===== src/rtl/smb_pkg.sv =====
// Package smb_pkg
// Shared types and helpers for the write-merging store buffer.
// Assumes the entry count is a power of two and at least two.
package smb_pkg;

    // What the buffer does with the store offered in the current cycle.
    typedef enum logic [1:0] {
        ST_NONE  = 2'd0,
        ST_MERGE = 2'd1,
        ST_ALLOC = 2'd2,
        ST_STALL = 2'd3
    } st_action_t;

    // Age of slot idx relative to the oldest slot head in a ring of n slots.
    function automatic int ring_age(input int idx, input int head, input int n);
        return (idx + n - head) % n;
    endfunction

endpackage


===== src/rtl/smb_entry.sv =====
// Module smb_entry
// One buffer slot: block address, per-word data and per-word valid mask.
// Assumes the controller never allocates a busy slot, never merges into a
// free slot, and never asserts alloc and merge together. Data words are not
// reset; only the mask and busy flag carry meaning after reset.
module smb_entry #(
    parameter int BLK_W  = 28,
    parameter int DATA_W = 32,
    parameter int WORDS  = 4
) (
    input  logic                    clk,
    input  logic                    rst_n,
    input  logic                    alloc_i,
    input  logic                    merge_i,
    input  logic                    free_i,
    input  logic [WORDS-1:0]        word_oh_i,
    input  logic [BLK_W-1:0]        blk_i,
    input  logic [DATA_W-1:0]       data_i,
    output logic                    busy_o,
    output logic [BLK_W-1:0]        blk_o,
    output logic [WORDS-1:0]        mask_o,
    output logic [WORDS*DATA_W-1:0] data_o
);

    logic             busy_q;
    logic [BLK_W-1:0] blk_q;
    logic [WORDS-1:0] mask_q;

    // Occupancy and mask: set on allocation, widened on merge, cleared on free.
    always_ff @(posedge clk) begin
        if (!rst_n) begin
            busy_q <= 1'b0;
            mask_q <= '0;
        end else if (free_i) begin
            busy_q <= 1'b0;
            mask_q <= '0;
        end else if (alloc_i) begin
            busy_q <= 1'b1;
            mask_q <= word_oh_i;
        end else if (merge_i) begin
            mask_q <= mask_q | word_oh_i;
        end
    end

    // Block address capture on allocation.
    always_ff @(posedge clk) begin
        if (alloc_i) begin
            blk_q <= blk_i;
        end
    end

    // One data register per word slot, written by alloc or merge.
    for (genvar w = 0; w < WORDS; w++) begin : g_word
        logic [DATA_W-1:0] word_q;

        // Word slot write; a repeated write replaces the older value.
        always_ff @(posedge clk) begin
            if ((alloc_i || merge_i) && word_oh_i[w]) begin
                word_q <= data_i;
            end
        end

        assign data_o[w*DATA_W +: DATA_W] = word_q;
    end

    assign busy_o = busy_q;
    assign blk_o  = blk_q;
    assign mask_o = mask_q;

    // A new block only lands in a free slot.
    assert_alloc_into_free_R5: assert property (@(posedge clk) disable iff (!rst_n)
        alloc_i |-> !busy_q);

    // A merge only lands in an occupied slot.
    assert_merge_into_busy_R3: assert property (@(posedge clk) disable iff (!rst_n)
        merge_i |-> busy_q);

    // An occupied slot always has at least one valid word.
    assert_busy_has_word_R2: assert property (@(posedge clk) disable iff (!rst_n)
        busy_q |-> (mask_q != '0));

endmodule


===== src/rtl/smb_match.sv =====
// Module smb_match
// Finds the youngest occupied slot holding the store's block. It reports a
// hit only when that slot is not the locked head, so that a later write to a
// block can never land in an entry older than another copy of that block.
// Assumes a power-of-two ring of slots, indexed from the oldest slot head_i.
module smb_match #(
    parameter int ENTRIES = 4,
    parameter int BLK_W   = 28,
    localparam int IDX_W  = $clog2(ENTRIES)
) (
    input  logic [ENTRIES-1:0]       busy_i,
    input  logic [ENTRIES*BLK_W-1:0] blk_flat_i,
    input  logic [BLK_W-1:0]         st_blk_i,
    input  logic [IDX_W-1:0]         head_i,
    input  logic                     lock_i,
    output logic                     hit_o,
    output logic [IDX_W-1:0]         hit_idx_o
);

    logic             found;
    logic [IDX_W-1:0] best_idx;
    int               best_age;

    // Scan all slots and keep the youngest one whose block matches.
    always_comb begin
        found    = 1'b0;
        best_idx = '0;
        best_age = 0;
        for (int i = 0; i < ENTRIES; i++) begin
            if (busy_i[i] && (blk_flat_i[i*BLK_W +: BLK_W] == st_blk_i)) begin
                if (!found || (smb_pkg::ring_age(i, int'(head_i), ENTRIES) > best_age)) begin
                    found    = 1'b1;
                    best_idx = IDX_W'(i);
                    best_age = smb_pkg::ring_age(i, int'(head_i), ENTRIES);
                end
            end
        end
    end

    assign hit_o     = found && !(lock_i && (best_idx == head_i));
    assign hit_idx_o = best_idx;

endmodule


===== src/rtl/store_merge_buffer.sv =====
// Module store_merge_buffer
// Write buffer behind a write-through cache. It merges stores to the same
// aligned block into one entry and drains entries to memory in allocation
// order over a valid/ack pair. The request fields stay unchanged until ack.
// Assumes ENTRIES is a power of two and at least 2, and WORDS is a power of two.
module store_merge_buffer #(
    parameter int ADDR_W  = 30,
    parameter int DATA_W  = 32,
    parameter int ENTRIES = 4,
    parameter int WORDS   = 4,
    localparam int OFF_W  = $clog2(WORDS),
    localparam int BLK_W  = ADDR_W - OFF_W,
    localparam int IDX_W  = $clog2(ENTRIES),
    localparam int CNT_W  = $clog2(ENTRIES + 1)
) (
    input  logic                    clk,
    input  logic                    rst_n,
    input  logic                    merge_en,
    input  logic                    st_valid,
    output logic                    st_ready,
    input  logic [ADDR_W-1:0]       st_addr,
    input  logic [DATA_W-1:0]       st_data,
    output logic                    mem_req_valid,
    input  logic                    mem_ack,
    output logic [BLK_W-1:0]        mem_req_blk,
    output logic [WORDS-1:0]        mem_req_mask,
    output logic [WORDS*DATA_W-1:0] mem_req_data,
    output logic [CNT_W-1:0]        buf_level,
    output logic                    buf_full,
    output logic                    buf_idle
);
    import smb_pkg::*;

    localparam logic [IDX_W-1:0] LAST_IDX = IDX_W'(ENTRIES - 1);
    localparam logic [CNT_W-1:0] FULL_CNT = CNT_W'(ENTRIES);

    logic [IDX_W-1:0] head_q, tail_q;
    logic [CNT_W-1:0] level_q;
    logic             draining_q;

    logic [BLK_W-1:0]        st_blk;
    logic [OFF_W-1:0]        st_off;
    logic [WORDS-1:0]        word_oh;
    logic                    full;
    logic                    match_hit, merge_hit;
    logic [IDX_W-1:0]        match_idx;
    st_action_t              action;
    logic                    do_merge, do_alloc, drain_done, launch;

    logic [ENTRIES-1:0]       ent_busy;
    logic [ENTRIES*BLK_W-1:0] ent_blk_flat;
    logic [BLK_W-1:0]         ent_blk  [ENTRIES];
    logic [WORDS-1:0]         ent_mask [ENTRIES];
    logic [WORDS*DATA_W-1:0]  ent_data [ENTRIES];

    // Split the word address into block address and word slot.
    assign st_blk  = st_addr[ADDR_W-1:OFF_W];
    assign st_off  = st_addr[OFF_W-1:0];
    assign word_oh = WORDS'(1) << st_off;
    assign full    = (level_q == FULL_CNT);

    smb_match #(
        .ENTRIES (ENTRIES),
        .BLK_W   (BLK_W)
    ) u_match (
        .busy_i     (ent_busy),
        .blk_flat_i (ent_blk_flat),
        .st_blk_i   (st_blk),
        .head_i     (head_q),
        .lock_i     (draining_q),
        .hit_o      (match_hit),
        .hit_idx_o  (match_idx)
    );

    assign merge_hit = merge_en && match_hit;

    // Classify the offered store: merge, allocate, stall or nothing.
    always_comb begin
        if (!st_valid) begin
            action = ST_NONE;
        end else if (merge_hit) begin
            action = ST_MERGE;
        end else if (!full) begin
            action = ST_ALLOC;
        end else begin
            action = ST_STALL;
        end
    end

    assign st_ready   = merge_hit || !full;
    assign do_merge   = (action == ST_MERGE);
    assign do_alloc   = (action == ST_ALLOC);
    assign drain_done = draining_q && mem_ack;

    // Start a drain when the head is complete, has a successor, or stores pause.
    assign launch = !draining_q && (level_q != '0) &&
                    ((ent_mask[head_q] == {WORDS{1'b1}}) || (level_q > CNT_W'(1)) || !st_valid);

    // Slot array: each slot sees its own alloc, merge and free strobes.
    for (genvar i = 0; i < ENTRIES; i++) begin : g_slot
        smb_entry #(
            .BLK_W  (BLK_W),
            .DATA_W (DATA_W),
            .WORDS  (WORDS)
        ) u_entry (
            .clk       (clk),
            .rst_n     (rst_n),
            .alloc_i   (do_alloc && (tail_q == IDX_W'(i))),
            .merge_i   (do_merge && (match_idx == IDX_W'(i))),
            .free_i    (drain_done && (head_q == IDX_W'(i))),
            .word_oh_i (word_oh),
            .blk_i     (st_blk),
            .data_i    (st_data),
            .busy_o    (ent_busy[i]),
            .blk_o     (ent_blk[i]),
            .mask_o    (ent_mask[i]),
            .data_o    (ent_data[i])
        );
        assign ent_blk_flat[i*BLK_W +: BLK_W] = ent_blk[i];
    end

    // Ring pointers and occupancy count.
    always_ff @(posedge clk) begin
        if (!rst_n) begin
            head_q  <= '0;
            tail_q  <= '0;
            level_q <= '0;
        end else begin
            if (drain_done) begin
                head_q <= (head_q == LAST_IDX) ? '0 : head_q + IDX_W'(1);
            end
            if (do_alloc) begin
                tail_q <= (tail_q == LAST_IDX) ? '0 : tail_q + IDX_W'(1);
            end
            level_q <= level_q + CNT_W'(do_alloc) - CNT_W'(drain_done);
        end
    end

    // Drain request flag: raised by launch, dropped on acknowledge.
    always_ff @(posedge clk) begin
        if (!rst_n) begin
            draining_q <= 1'b0;
        end else if (launch) begin
            draining_q <= 1'b1;
        end else if (drain_done) begin
            draining_q <= 1'b0;
        end
    end

    assign mem_req_valid = draining_q;
    assign mem_req_blk   = ent_blk[head_q];
    assign mem_req_mask  = ent_mask[head_q];
    assign mem_req_data  = ent_data[head_q];
    assign buf_level     = level_q;
    assign buf_full      = full;
    assign buf_idle      = (level_q == '0) && !draining_q;

    // No request without a stored entry.
    assert_no_req_when_empty_R1: assert property (@(posedge clk) disable iff (!rst_n)
        mem_req_valid |-> (buf_level != '0));

    // A pending request holds its fields until acknowledged.
    assert_req_hold_R8: assert property (@(posedge clk) disable iff (!rst_n)
        (mem_req_valid && !mem_ack) |=> (mem_req_valid && $stable(mem_req_blk) &&
                                         $stable(mem_req_mask) && $stable(mem_req_data)));

    // A request always carries at least one enabled word.
    assert_req_has_word_R2: assert property (@(posedge clk) disable iff (!rst_n)
        mem_req_valid |-> (mem_req_mask != '0));

    // Occupancy never exceeds the slot count.
    assert_no_overflow_R5: assert property (@(posedge clk) disable iff (!rst_n)
        buf_level <= FULL_CNT);

    // A merge with no drain completing leaves the occupancy unchanged.
    assert_merge_keeps_level_R3: assert property (@(posedge clk) disable iff (!rst_n)
        (do_merge && !drain_done) |=> $stable(buf_level));

    // The store side stalls only on a full buffer.
    assert_stall_only_when_full_R6: assert property (@(posedge clk) disable iff (!rst_n)
        !st_ready |-> buf_full);

    // The occupied-slot flags agree with the occupancy count.
    assert_busy_count_R10: assert property (@(posedge clk) disable iff (!rst_n)
        $countones(ent_busy) == int'(buf_level));

endmodule


===== config.mk =====
export PLATFORM = sky130hd
export DESIGN_NAME = store_merge_buffer
export DESIGN_NICKNAME = d
export VERILOG_FILES = /design/src/rtl/smb_pkg.sv /design/src/rtl/smb_entry.sv /design/src/rtl/smb_match.sv /design/src/rtl/store_merge_buffer.sv
export SDC_FILE = /design/constraint.sdc
export NUM_CORES = 1
export LEC_CHECK = 0
export ABC_AREA = 0
export BUFFER_PORTS_ARGS = -buffer_cell sky130_fd_sc_hd__buf_2
export CAP_MARGIN = 0
export CORE_MARGIN = 3
export CORE_UTILIZATION = 64
export CTS_CLUSTER_DIAMETER = 120
export DETAILED_ROUTE_END_ITERATION = 8
export HOLD_SLACK_MARGIN = 0.15
export PLACE_DENSITY = 0.9
export SLEW_MARGIN = 20
export SYNTH_ARGS = -nofsm -noshare
export SYNTH_HDL_FRONTEND = slang
export SYNTH_SLANG_ARGS = --single-unit
export TNS_END_PERCENT = 50

===== constraint.sdc =====
create_clock -name clk -period 13.7 [get_ports clk]
set_clock_uncertainty 0.05 [all_clocks]
set_input_delay 2.055 -clock clk [delete_from_list [all_inputs] [get_ports clk]]
set_output_delay 2.055 -clock clk [all_outputs]
set_load 0.005 [all_outputs]

### Word-level counts from Yosys, hierarchy flattened

Index checks and enable logic that the tools add are counted.

* $add $sub $neg: 8
* magnitude comparators: 5
* eq/ne operators: 18
* shift operators: 1
* mux-type cells: 42
* bitwise gates (word level): 10
* reductions and logical operators: 74

Operator list (count)
* 128-bit binary-select mux with 2-bit select: 1
* 128-bit two-way mux: 2
* 32-bit two-way mux: 5
* 28-bit == test: 4
* 3-bit by 32-bit greater-than comparator with 1-bit output: 3
* 28-bit binary-select mux with 2-bit select: 1
* 28-bit two-way mux: 2
* 4-bit two-way mux: 10
* 1-bit logical AND: 39
* 2-bit two-way mux: 9
* 4-bit bitwise OR: 4
* 2-bit OR reduction: 8
* 3-bit by 2-bit subtractor with 4-bit output (first input constant): 4
* 2-bit == test (second input constant): 7
* 1-bit two-way mux: 11
* 1-bit logical OR: 10
* 2-bit nonzero test: 5
* 4-bit binary-select mux with 2-bit select: 1
* 2-bit by 1-bit == test with 1-bit output (second input constant): 4
* 1-bit zero test: 7
* 2-bit zero test: 3
* 2-bit by 1-bit adder with 2-bit output (second input constant): 2
* 1-bit AND: 4
* 4-bit == test (second input constant): 1
* other kinds (11): 11

* register bits: 652
* output and inout port bits: 167
* logic and storage cells: 190

### Logic depth before layout (Yosys ltp)

Gate-level depths: netlist of the first run.

* depth after elaboration: 27
* gate-level depth with buffers: 33
* depth with buffers taken out: 31

### By module

From an unflattened synthesis of the first run, not the netlist that was laid out.

* cell total of the unflattened synthesis: 1183
* area total of the unflattened synthesis: 25558.3 um^2

By module, submodules not included
* smb_entry: instances 4, cells each 180, area each 4878.4 um^2
* store_merge_buffer: instances 1, cells each 275, area each 4509.3 um^2
* smb_match: instances 1, cells each 188, area each 1535.2 um^2

### Worst setup path after synthesis of the first run

OpenSTA, ideal clock, no wires.

* path type: input to output
* start: input port st_addr[11]
* end: output port st_ready
* arrival time: 5.887 ns
* data required time: 11.595 ns
* setup slack: 5.708 ns
* stages: 23
* cells stage by stage: clkbuf_1 xnor2_1 nand3_1 nor4_1 and3_1 nand2_1 nand2_1 nor2_1 a31oi_1 ha_1 nor2b_1 o21ai_0 o21ai_0 nor2b_1 mux2_2 ha_1 a21oi_1 a21oi_1 a211oi_1 o211ai_1 o211ai_4 buf_6 nand2_1

* cells in the longest elaborated chain, start to end: 21

Ends and longest elaborated chain
* start: declaration: line store_merge_buffer.sv:21 `input logic [ADDR_W-1:0] st_addr,`
* 28-bit == test: line smb_match.sv:30 `if (busy_i[i] && (blk_flat_i[i*BLK_W +: BLK_W] == st_blk_i)) begin`
* 1-bit logical AND: line smb_match.sv:30
* 32-bit two-way mux / 1-bit two-way mux (equally long branches): line smb_match.sv:30
* 3-bit by 32-bit greater-than comparator with 1-bit output / 1-bit zero test (equally long branches): line smb_match.sv:31 `if (!found || (smb_pkg::ring_age(i, int'(head_i), ENTRIES) > best_age)) begin`
* 1-bit logical OR: line smb_match.sv:31
* 32-bit two-way mux / 1-bit two-way mux (equally long branches): line smb_match.sv:31
* 32-bit two-way mux / 1-bit two-way mux (equally long branches): line smb_match.sv:30
* 3-bit by 32-bit greater-than comparator with 1-bit output / 1-bit zero test (equally long branches): line smb_match.sv:31
* (+5 left out)
* 2-bit two-way mux: line smb_match.sv:31
* 2-bit two-way mux: line smb_match.sv:30
* 2-bit == test: line smb_match.sv:40 `assign hit_o = found && !(lock_i && (best_idx == head_i));`
* 1-bit logical AND: line smb_match.sv:40
* 1-bit zero test: line smb_match.sv:40
* 1-bit logical AND (*): line smb_match.sv:40
* 1-bit logical AND (*): line store_merge_buffer.sv:75 `assign merge_hit = merge_en && match_hit;`
* 1-bit logical OR (*): line store_merge_buffer.sv:90 `assign st_ready = merge_hit || !full;`
* end: declaration: line store_merge_buffer.sv:20 `output logic st_ready,`

Mark *: on every way between the ends. The rest lies on a longest branch, timed or not.

### Worst setup path in the final report of the first run

* start: input port st_addr[29]
* end: output port st_ready

Same word-level chain as after synthesis.

==> summary.txt, run 1 <==
Run status
  • Status: finished clean

Synthesis
  • Yosys warnings: 0
  • Mean post-synth cell area: 21.0 um^2
  • Most common cell in the synthesized netlist: edfxtp_1
  • Synth area leaders: edfxtp_1 72%, mux4_2 14%, xnor2_1 2.7%
  • Async S/R FF share, synth: 0%
  • Sequential area share after synthesis: 74.4%
  • Synthesized flop and latch total: 652
  • Post-synth top area share: 72.3%
  • Synth Instances: 1233
  • Synth cell count leaders: 624 x edfxtp_1, 160 x mux4_2, 79 x xnor2_1, 33 x nand4_1, 28 x dfxtp_1
  • Syn_nets: 1317
  • Post-synth EDFFs: 624
  • Post-synthesis cell type count: 58
  • Leading area contributor after synthesis: edfxtp_1
  • Main synth FF type: edfxtp_1
  • Post-Syn Area: 25900 um^2

STA
  • Slew HR: 26.1%
  • Final Setup Violations: 0
  • Fmax: 0.109 GHz
  • RSZ-0062 raised after global routing: no
  • Tmin final: 9.19 ns
  • Worst Tran Pin Value: 1.11 ns
  • Final hold vios: 0
  • Final period util: 67.1%
  • Final Max Slew Viols: 0
  • Setup_tns: 0 ns

Cells and area
  • Fin cells: 2076
  • Nets: 1576
  • Fill cells: 2137
  • Share of layout cells above drive strength 1: 35.3%
  • Layout area overhead: 14.6%

Clocking
  • Clk sinks: 652
  • Post-CTS sizing: 0
  • CTS root buf: clkbuf_16
  • CTS Buf Count: 61
  • Htree depth: 2
  • CTS tree: done
  • Clock Path Buffers: 3
  • Clk Latency, worst-skew pair: 0.63 ns
  • CTS hold repair buffers: 0
  • Reg clk slew, reported paths: 0.06 ns
  • Setup repair bufs after CTS: 0

Floorplan
  • Die area: 43000 um^2
  • Die Wd: 207 um
  • Die Ht: 207 um
  • Initial core utilization: 65.0%
  • Site Rows: 73
  • Boundary pin count: 234
  • Core Region: 39900 um^2

Detailed routing
  • DR iter-0 viols: 1673
  • DR DRC count: 0
  • Met3 routed WL: 5760 um
  • Total vias in the final route: 13700
  • WL per Instance: 29.9 um
  • Vias per cell: 6.62
  • Metal2 WL: 30600 um
  • Final ANT Viol Nets: 0
  • Final wirelength: 62000 um
  • M1 WL: 23000 um
  • Max Used Layer: met5
  • TritonRoute pass-1 iters: 5

Setup path
  • Critical Path RT: 11.60 ns
  • Critical Path Sink: st_ready
  • Startpoint Class: input port
  • Slowest Stage Delay on Critical Path: 0.69 ns
  • Crit path capture type: primary output
  • Critical Path AT: 7.08 ns
  • Reg-to-reg slack, setup: 6.74 ns
  • Reg2reg start: g_slot[1].u_entry.blk_o[3]$_DFFE_PP_
  • Crit path cell chain: buf_2 -> xnor2_1 -> nand4_1 -> nor4_1 -> nand2_1 -> o211ai_1 -> o21ai_0 -> ha_1 -> nand2_1 -> o21ai_0 -> o21ai_0 -> nor2b_1 -> mux2_2 -> ha_1 -> a21oi_1 -> a21oi_1 -> a211oi_1 -> o211ai_1 -> o211ai_4 -> nand2_1 -> buf_2
  • Crit Path Category: in -> out
  • Critical path origin: st_addr[29]
  • Crit-path slowest cell: nor4_1
  • R2r worst-path depth: 21
  • RR Endpoint: g_slot[2].u_entry.g_word[0].word_q[5]$_DFFE_PP_
  • Max Fanout on Critical Path: 14

Global routing
  • Initial antenna violation count: 6
  • Grt ovf: 0
  • Gr usage total: 29.1%
  • Largest net degree at the start of global routing: 74
  • Vias in the first global route: 14000
  • First-pass GRT wire length: 92400 um

Pwr
  • Lkg Pwr: 0.00964 uW
  • Max VDD drop: 0.118 mV
  • Power per cell area: 155 nW/um^2

Placement
  • Post-detailed-placement half-perimeter wirelength: 36800 um
  • Port bufs: 233
  • Placed cell count: 1954
  • Gpl congestion: 0.973

Worst hold path
  • Worst Hold Launch: g_slot[2].u_entry.busy_o$_SDFFE_PP0P_
  • Worst Hold Class: reg -> reg

Flow run
  • Max-cap violations: 0
-- state kept, by name, indices dropped and copies added (netlist names) --
| signal | cells |
|---|---|
| g_slot.u_entry.blk_o | 112 |
| buf_level | 3 |
| g_slot.u_entry.busy_o | 4 |
| g_slot.u_entry.mask_o | 16 |
| tail_q | 2 |
| head_q | 2 |
| g_slot.u_entry.g_word.word_q | 512 |
| mem_req_valid | 1 |
-- layout by cell type, fill, tap and decap left out, types with 4 or more instances in the layout --
cell type / n
bufinv_16: 4
nor2_4: 16
clkinv_2: 14
clkbuf_16: 62
nand2_1: 27
ha_1: 16
nand3_1: 9
nand2b_1: 7
edfxtp_1: 624
a32o_1: 16
nand4_1: 33
xnor2_1: 79
inv_1: 21
buf_2: 233
nor2_1: 9
clkinv_1: 20
o21ai_0: 5
xor2_1: 24
nor4_1: 12
buf_4: 23
diode_2: 6
mux2i_1: 8
dfxtp_1: 26
a21oi_1: 5
clkbuf_1: 10
mux4_2: 160
nor2b_1: 4
xnor2_2: 9
and2_1: 11
-- logic make-up (layout without fill, tap and decap cells) --
group,after synthesis,in the layout,share of synthesized area [%]
compound gates,46,46,1.49
xor+xnor,112,112,4.04
fa+ha+maj,17,17,0.849
buf+inv,83,395,1.43
flops,652,652,74.4
mux,171,171,14.4
other cells,0,6,0
simple gates,152,152,3.35
-- stage by stage --
stage / area [um^2] / power [uW] / worst slack (ns) / utilization, % / hold slack, ns
6_report: 29700 / 4610 / 4.51 / 74.5 / 0.441
5_1_grt: 29700 / 4760 / 4.19 / 74.5 / 0.456
4_1_cts: 29700 / 4640 / 4.79 / 74.4 / 0.439
3_5_place_dp: 27800 / 3020 / 4.79 / 69.6 / 0.429
3_3_place_gp: 27800 / 2990 / 5.08 / 69.6 / 0.406
2_1_floorplan: 25900 / 2740 / 5.71 / - / 0.385
-- worst max-delay path: cells and delay by family --
family,cells,cell delay (ns)
fa+ha+maj,2,0.63
mux,1,0.37
buf+inv,2,0.28
simple gates,6,1.59
xor+xnor,1,0.34
compound gates,9,1.82
-- worst min path at each step --
stage / endpoint / slack, ns / depth (start not counted)
6_report: g_slot[2].u_entry.busy_o$_SDFFE_PP0P_ / 0.44 / 2
5_1_grt: g_slot[3].u_entry.busy_o$_SDFFE_PP0P_ / 0.46 / 2
4_1_cts: g_slot[2].u_entry.busy_o$_SDFFE_PP0P_ / 0.44 / 2
3_5_place_dp: g_slot[2].u_entry.busy_o$_SDFFE_PP0P_ / 0.43 / 2
3_3_place_gp: g_slot[2].u_entry.busy_o$_SDFFE_PP0P_ / 0.41 / 2
2_1_floorplan: g_slot[2].u_entry.busy_o$_SDFFE_PP0P_ / 0.39 / 2
-- where the power goes --
group          switching (uW)  internal [uW]  leakage [uW]
Sequential               59.0           2280       0.00588
Combinational             352            292       0.00282
Clock                     727            905      0.000943
Total                    1140           3480       0.00964
-- per-layer routing --
metal | vias up | global-route usage [%]
li1 | 5590 | -
met1 | 7030 | 41.5
met2 | 963 | 46.8
met3 | 154 | 4.37
met4 | 2 | 11.6
met5 | - | 0
-- final cells by class --
| class | instances | area, um^2 | area share [%] |
|---|---|---|---|
| Clock buffer | 72 | 1590 | 5.35 |
| Tap cell | 525 | 657 | 2.21 |
| Multi-Input combinational cell | 498 | 6380 | 21.5 |
| Antenna cell | 6 | 15.0 | 0.0505 |
| Timing Repair Buffer | 258 | 1360 | 4.58 |
| Clock inverter | 44 | 337 | 1.13 |
| Sequential cell | 652 | 19300 | 65.0 |
| Inverter | 21 | 78.8 | 0.265 |
(Power assumes the default switching activity.)
==> run 2, diff against run 1 <==
Settings changed: CORE_UTILIZATION 64 to 59, PLACE_DENSITY 0.9 to 0.84.
Clock period 13.7 ns to 9.6 ns, I/O delays scaled along.
==> run 2 against run 1 <==
  * Sequential share of layout area down 0.79 points
  * Total power up 46%
  * Utilization down 4.9 points
  * Worst setup slack worse by 3.2 ns
  * Clock power up 51%
  * Final cell count up 2.4%
  * Flip-flop and latch count unchanged
  * Sequential power up 43%
  * Highest routed layer unchanged
==> summary.txt, run 2 (synthesis results as in run 1) <==
Clocking
  • Clk Latency, worst-skew pair: 0.63 ns (about the same)
  • CTS tree: done (unchanged)
  • Setup repair bufs after CTS: 0 (unchanged)
  • Reg clk slew, reported paths: 0.06 ns (about the same)
  • CTS root buf: clkbuf_16 (unchanged)
  • Clk sinks: 652 (unchanged)
  • CTS Buf Count: 61 (unchanged)
  • CTS hold repair buffers: 0 (unchanged)
  • Clock Path Buffers: 3 (unchanged)
  • Post-CTS sizing: 0 (unchanged)
  • Htree depth: 2 (unchanged)

Cells and area
  • Layout area overhead: 16.1% (was 14.6%)
  • Final core occ: 69.5% (was 74.5%)
  • Max reg flops: 512 (unchanged)
  • Nets: 1574 (was 1576)
  • Leading cell type in the layout, fill and taps excluded: edfxtp_1 (unchanged)
  • Commonest non-fill, non-tap cells in the layout: 624 x edfxtp_1, 233 x buf_2, 160 x mux4_2, 79 x xnor2_1, 63 x clkbuf_16 (was 624 x edfxtp_1, 233 x buf_2, 160 x mux4_2, 79 x xnor2_1, 62 x clkbuf_16)
  • Post-route cell area: 30100 um^2 (was 29700 um^2)
  • Storage cell area: 19300 um^2 (unchanged)
  • Share of layout cells above drive strength 1: 35.7% (was 35.3%)
  • Largest register by flop count: g_slot.u_entry.g_word.word_q (unchanged)
  • Area of the multi-input gates: 6380 um^2 (unchanged)
  • Fill cells: 2507 (was 2137)

Flow run
  • Max-cap violations: 0 (unchanged)

Global routing
  • Largest net degree at the start of global routing: 73 (was 74)
  • Vias in the first global route: 13900 (was 14000)
  • First-pass GRT wire length: 94400 um (was 92400 um)
  • Grt ovf: 0 (unchanged)
  • Gr usage total: 27.8% (was 29.1%)
  • Initial antenna violation count: 6 (unchanged)

STA
  • Worst Tran Pin Value: 1.10 ns (was 1.11 ns)
  • RSZ-0062 raised after global routing: no (unchanged)
  • Setup_tns: 0 ns (unchanged)
  • Final Max Slew Viols: 0 (unchanged)
  • Hold_ws: 0.428 ns (was 0.441 ns)
  • Final hold vios: 0 (unchanged)
  • Fmax: 0.121 GHz
  • Slew HR: 26.2% (was 26.1%)
  • Tmin final: 8.27 ns
  • Final period util: 86.2%
  • Final Setup Violations: 0 (unchanged)

Setup path
  • Critical Path RT: 8.11 ns (was 11.60 ns)
  • CP delay by family, top: simple AND/OR/NAND/NOR gates (was compound AO/OA/AOI/OAI gates)
  • Startpoint Class: input port (unchanged)
  • Critical path origin: st_addr[19] (was st_addr[29])
  • Critical Path AT: 6.78 ns (was 7.08 ns)
  • Max Fanout on Critical Path: 14 (unchanged)
  • Most used cell, CP: nand2_1
  • Reg2reg start: g_slot[0].u_entry.blk_o[17]$_DFFE_PP_ (was g_slot[1].u_entry.blk_o[3]$_DFFE_PP_)
  • Crit Path Category: in -> out (unchanged)
  • CP bufs+invs: 2 (unchanged)
  • Crit path cell chain: buf_2 -> xnor2_1 -> nand4_1 -> nor4_1 -> and3_1 -> nand2_1 -> nand2_1 -> nor2_1 -> a31oi_1 -> ha_1 -> nor2b_1 -> o21ai_0 -> o21ai_0 -> nor2b_1 -> mux2_2 -> ha_1 -> a21oi_1 -> a21oi_1 -> a211oi_1 -> o211ai_1 -> o211ai_4 -> nand2_1 -> buf_2 (was buf_2 -> xnor2_1 -> nand4_1 -> nor4_1 -> nand2_1 -> o211ai_1 -> o21ai_0 -> ha_1 -> nand2_1 -> o21ai_0 -> o21ai_0 -> nor2b_1 -> mux2_2 -> ha_1 -> a21oi_1 -> a21oi_1 -> a211oi_1 -> o211ai_1 -> o211ai_4 -> nand2_1 -> buf_2)
  • Crit-path slowest cell: nor4_1 (unchanged)
  • Crit path capture type: primary output (unchanged)
  • Slowest Stage Delay on Critical Path: 0.70 ns (was 0.69 ns)
  • Reg-to-reg slack, setup: 2.41 ns (was 6.74 ns)

Placement
  • Placed Area: 27800 um^2 (about the same)
  • Post-detailed-placement half-perimeter wirelength: 38000 um (was 36800 um)
  • Port bufs: 233 (unchanged)
  • Gpl congestion: 0.940 (was 0.973)

Worst hold path
  • Worst Hold Class: reg -> reg (unchanged)
  • Worst Hold Launch: g_slot[2].u_entry.busy_o$_SDFFE_PP0P_ (unchanged)

Floorplan
  • Site Rows: 76 (was 73)
  • Boundary pin count: 234 (unchanged)
  • Die Ht: 216 um (was 207 um)
  • Die Wd: 216 um (was 207 um)
  • Core Region: 43300 um^2 (was 39900 um^2)
  • Initial core utilization: 59.9% (was 65.0%)
  • Die area: 46500 um^2 (was 43000 um^2)

Detailed routing
  • DR DRC count: 0 (unchanged)
  • TritonRoute pass-1 iters: 5 (unchanged)
  • Vias per cell: 6.52 (was 6.62)
  • DR iter-0 viols: 2172 (was 1673)
  • Total vias in the final route: 13900 (was 13700)
  • WL per Instance: 31.4 um (was 29.9 um)
  • Final ANT Viol Nets: 0 (unchanged)
  • Final wirelength: 66800 um (was 62000 um)

Pwr
  • Max VDD drop: 0.195 mV (was 0.118 mV)
  • NetSw: 1680 uW (was 1140 uW)
  • Switching part of the total: 24.9% (was 24.7%)
  • Clock network power share: 36.4% (was 35.4%)
  • Logic gate share of total power: 14.2% (was 14.0%)
  • Power per cell area: 224 nW/um^2 (was 155 nW/um^2)
  • Lkg Pwr: 0.00971 uW (was 0.00964 uW)
  • Register share of total power: 49.4% (was 50.7%)
  • Internal: 5070 uW (was 3480 uW)

Run status
  • Status: finished clean (unchanged)
## run 2: changes by cell type in the layout (fill, tap and decap cells not counted), moves of 3 or more
cell / before / now
buf_16: 0 / 4
clkinvlp_4: 2 / 6
clkbuf_8: 0 / 4
clkinv_4: 1 / 4
diode_2: 6 / 3
buf_12: 0 / 10
buf_4: 23 / 9
clkinv_1: 20 / 8
clkinv_2: 14 / 5
## run 2: worst paths after layout
kind                                                      end  cells after the start
min reg2reg             g_slot[2].u_entry.busy_o$_SDFFE_PP0P_                      2
max                                                  st_ready                     23
min                     g_slot[2].u_entry.busy_o$_SDFFE_PP0P_                      2
max reg2reg  g_slot[1].u_entry.g_word[3].word_q[24]$_DFFE_PP_                     22
## run 2: worst min-delay path, stage by stage, from the launching register on
cell and delay, ns:
dfxtp_1 0.32, inv_1 0.05, a21boi_0 0.06
## run 2: power by group through the flow
stage          clock network, uW  logic (uW)  registers, uW
2_1_floorplan                  0         553           3360
3_3_place_gp                   0         891           3400
3_5_place_dp                   0         913           3410
4_1_cts                     2460         932           3350
5_1_grt                     2580        1020           3350
6_report                    2460         961           3340
## run 2: routing by layer
| metal | GRT usage, % | vias up | share of wire [%] |
|---|---|---|---|
| met1 | 37.9 | 7120 | 36 |
| li1 | - | 5580 | - |
| met2 | 45.3 | 1011 | 50 |
| met3 | 7.52 | 144 | 11 |
| met5 | 0 | - | 0.048 |
| met4 | 7.82 | 6 | 3.1 |
## run 2: layout make-up
cell class	instances	share of cell area (%)
clock buffers	78	5.56
well taps	585	2.43
diodes	3	0.0250
multi-input cells	498	21.2
inverters	21	0.262
clock inverters	32	1.23
flip-flops and latches	652	64.2
repair buffers	256	5.13
## run 2: per-stage QoR
stage | cells | total power [uW] | setup WS [ns]
2_1_floorplan | 1233 | 3910 | 2.23
3_3_place_gp | 1998 | 4290 | 1.89
3_5_place_dp | 2000 | 4320 | 1.52
4_1_cts | 2110 | 6740 | 1.60
5_1_grt | 2123 | 6950 | 1.10
6_report | 2125 | 6750 | 1.33
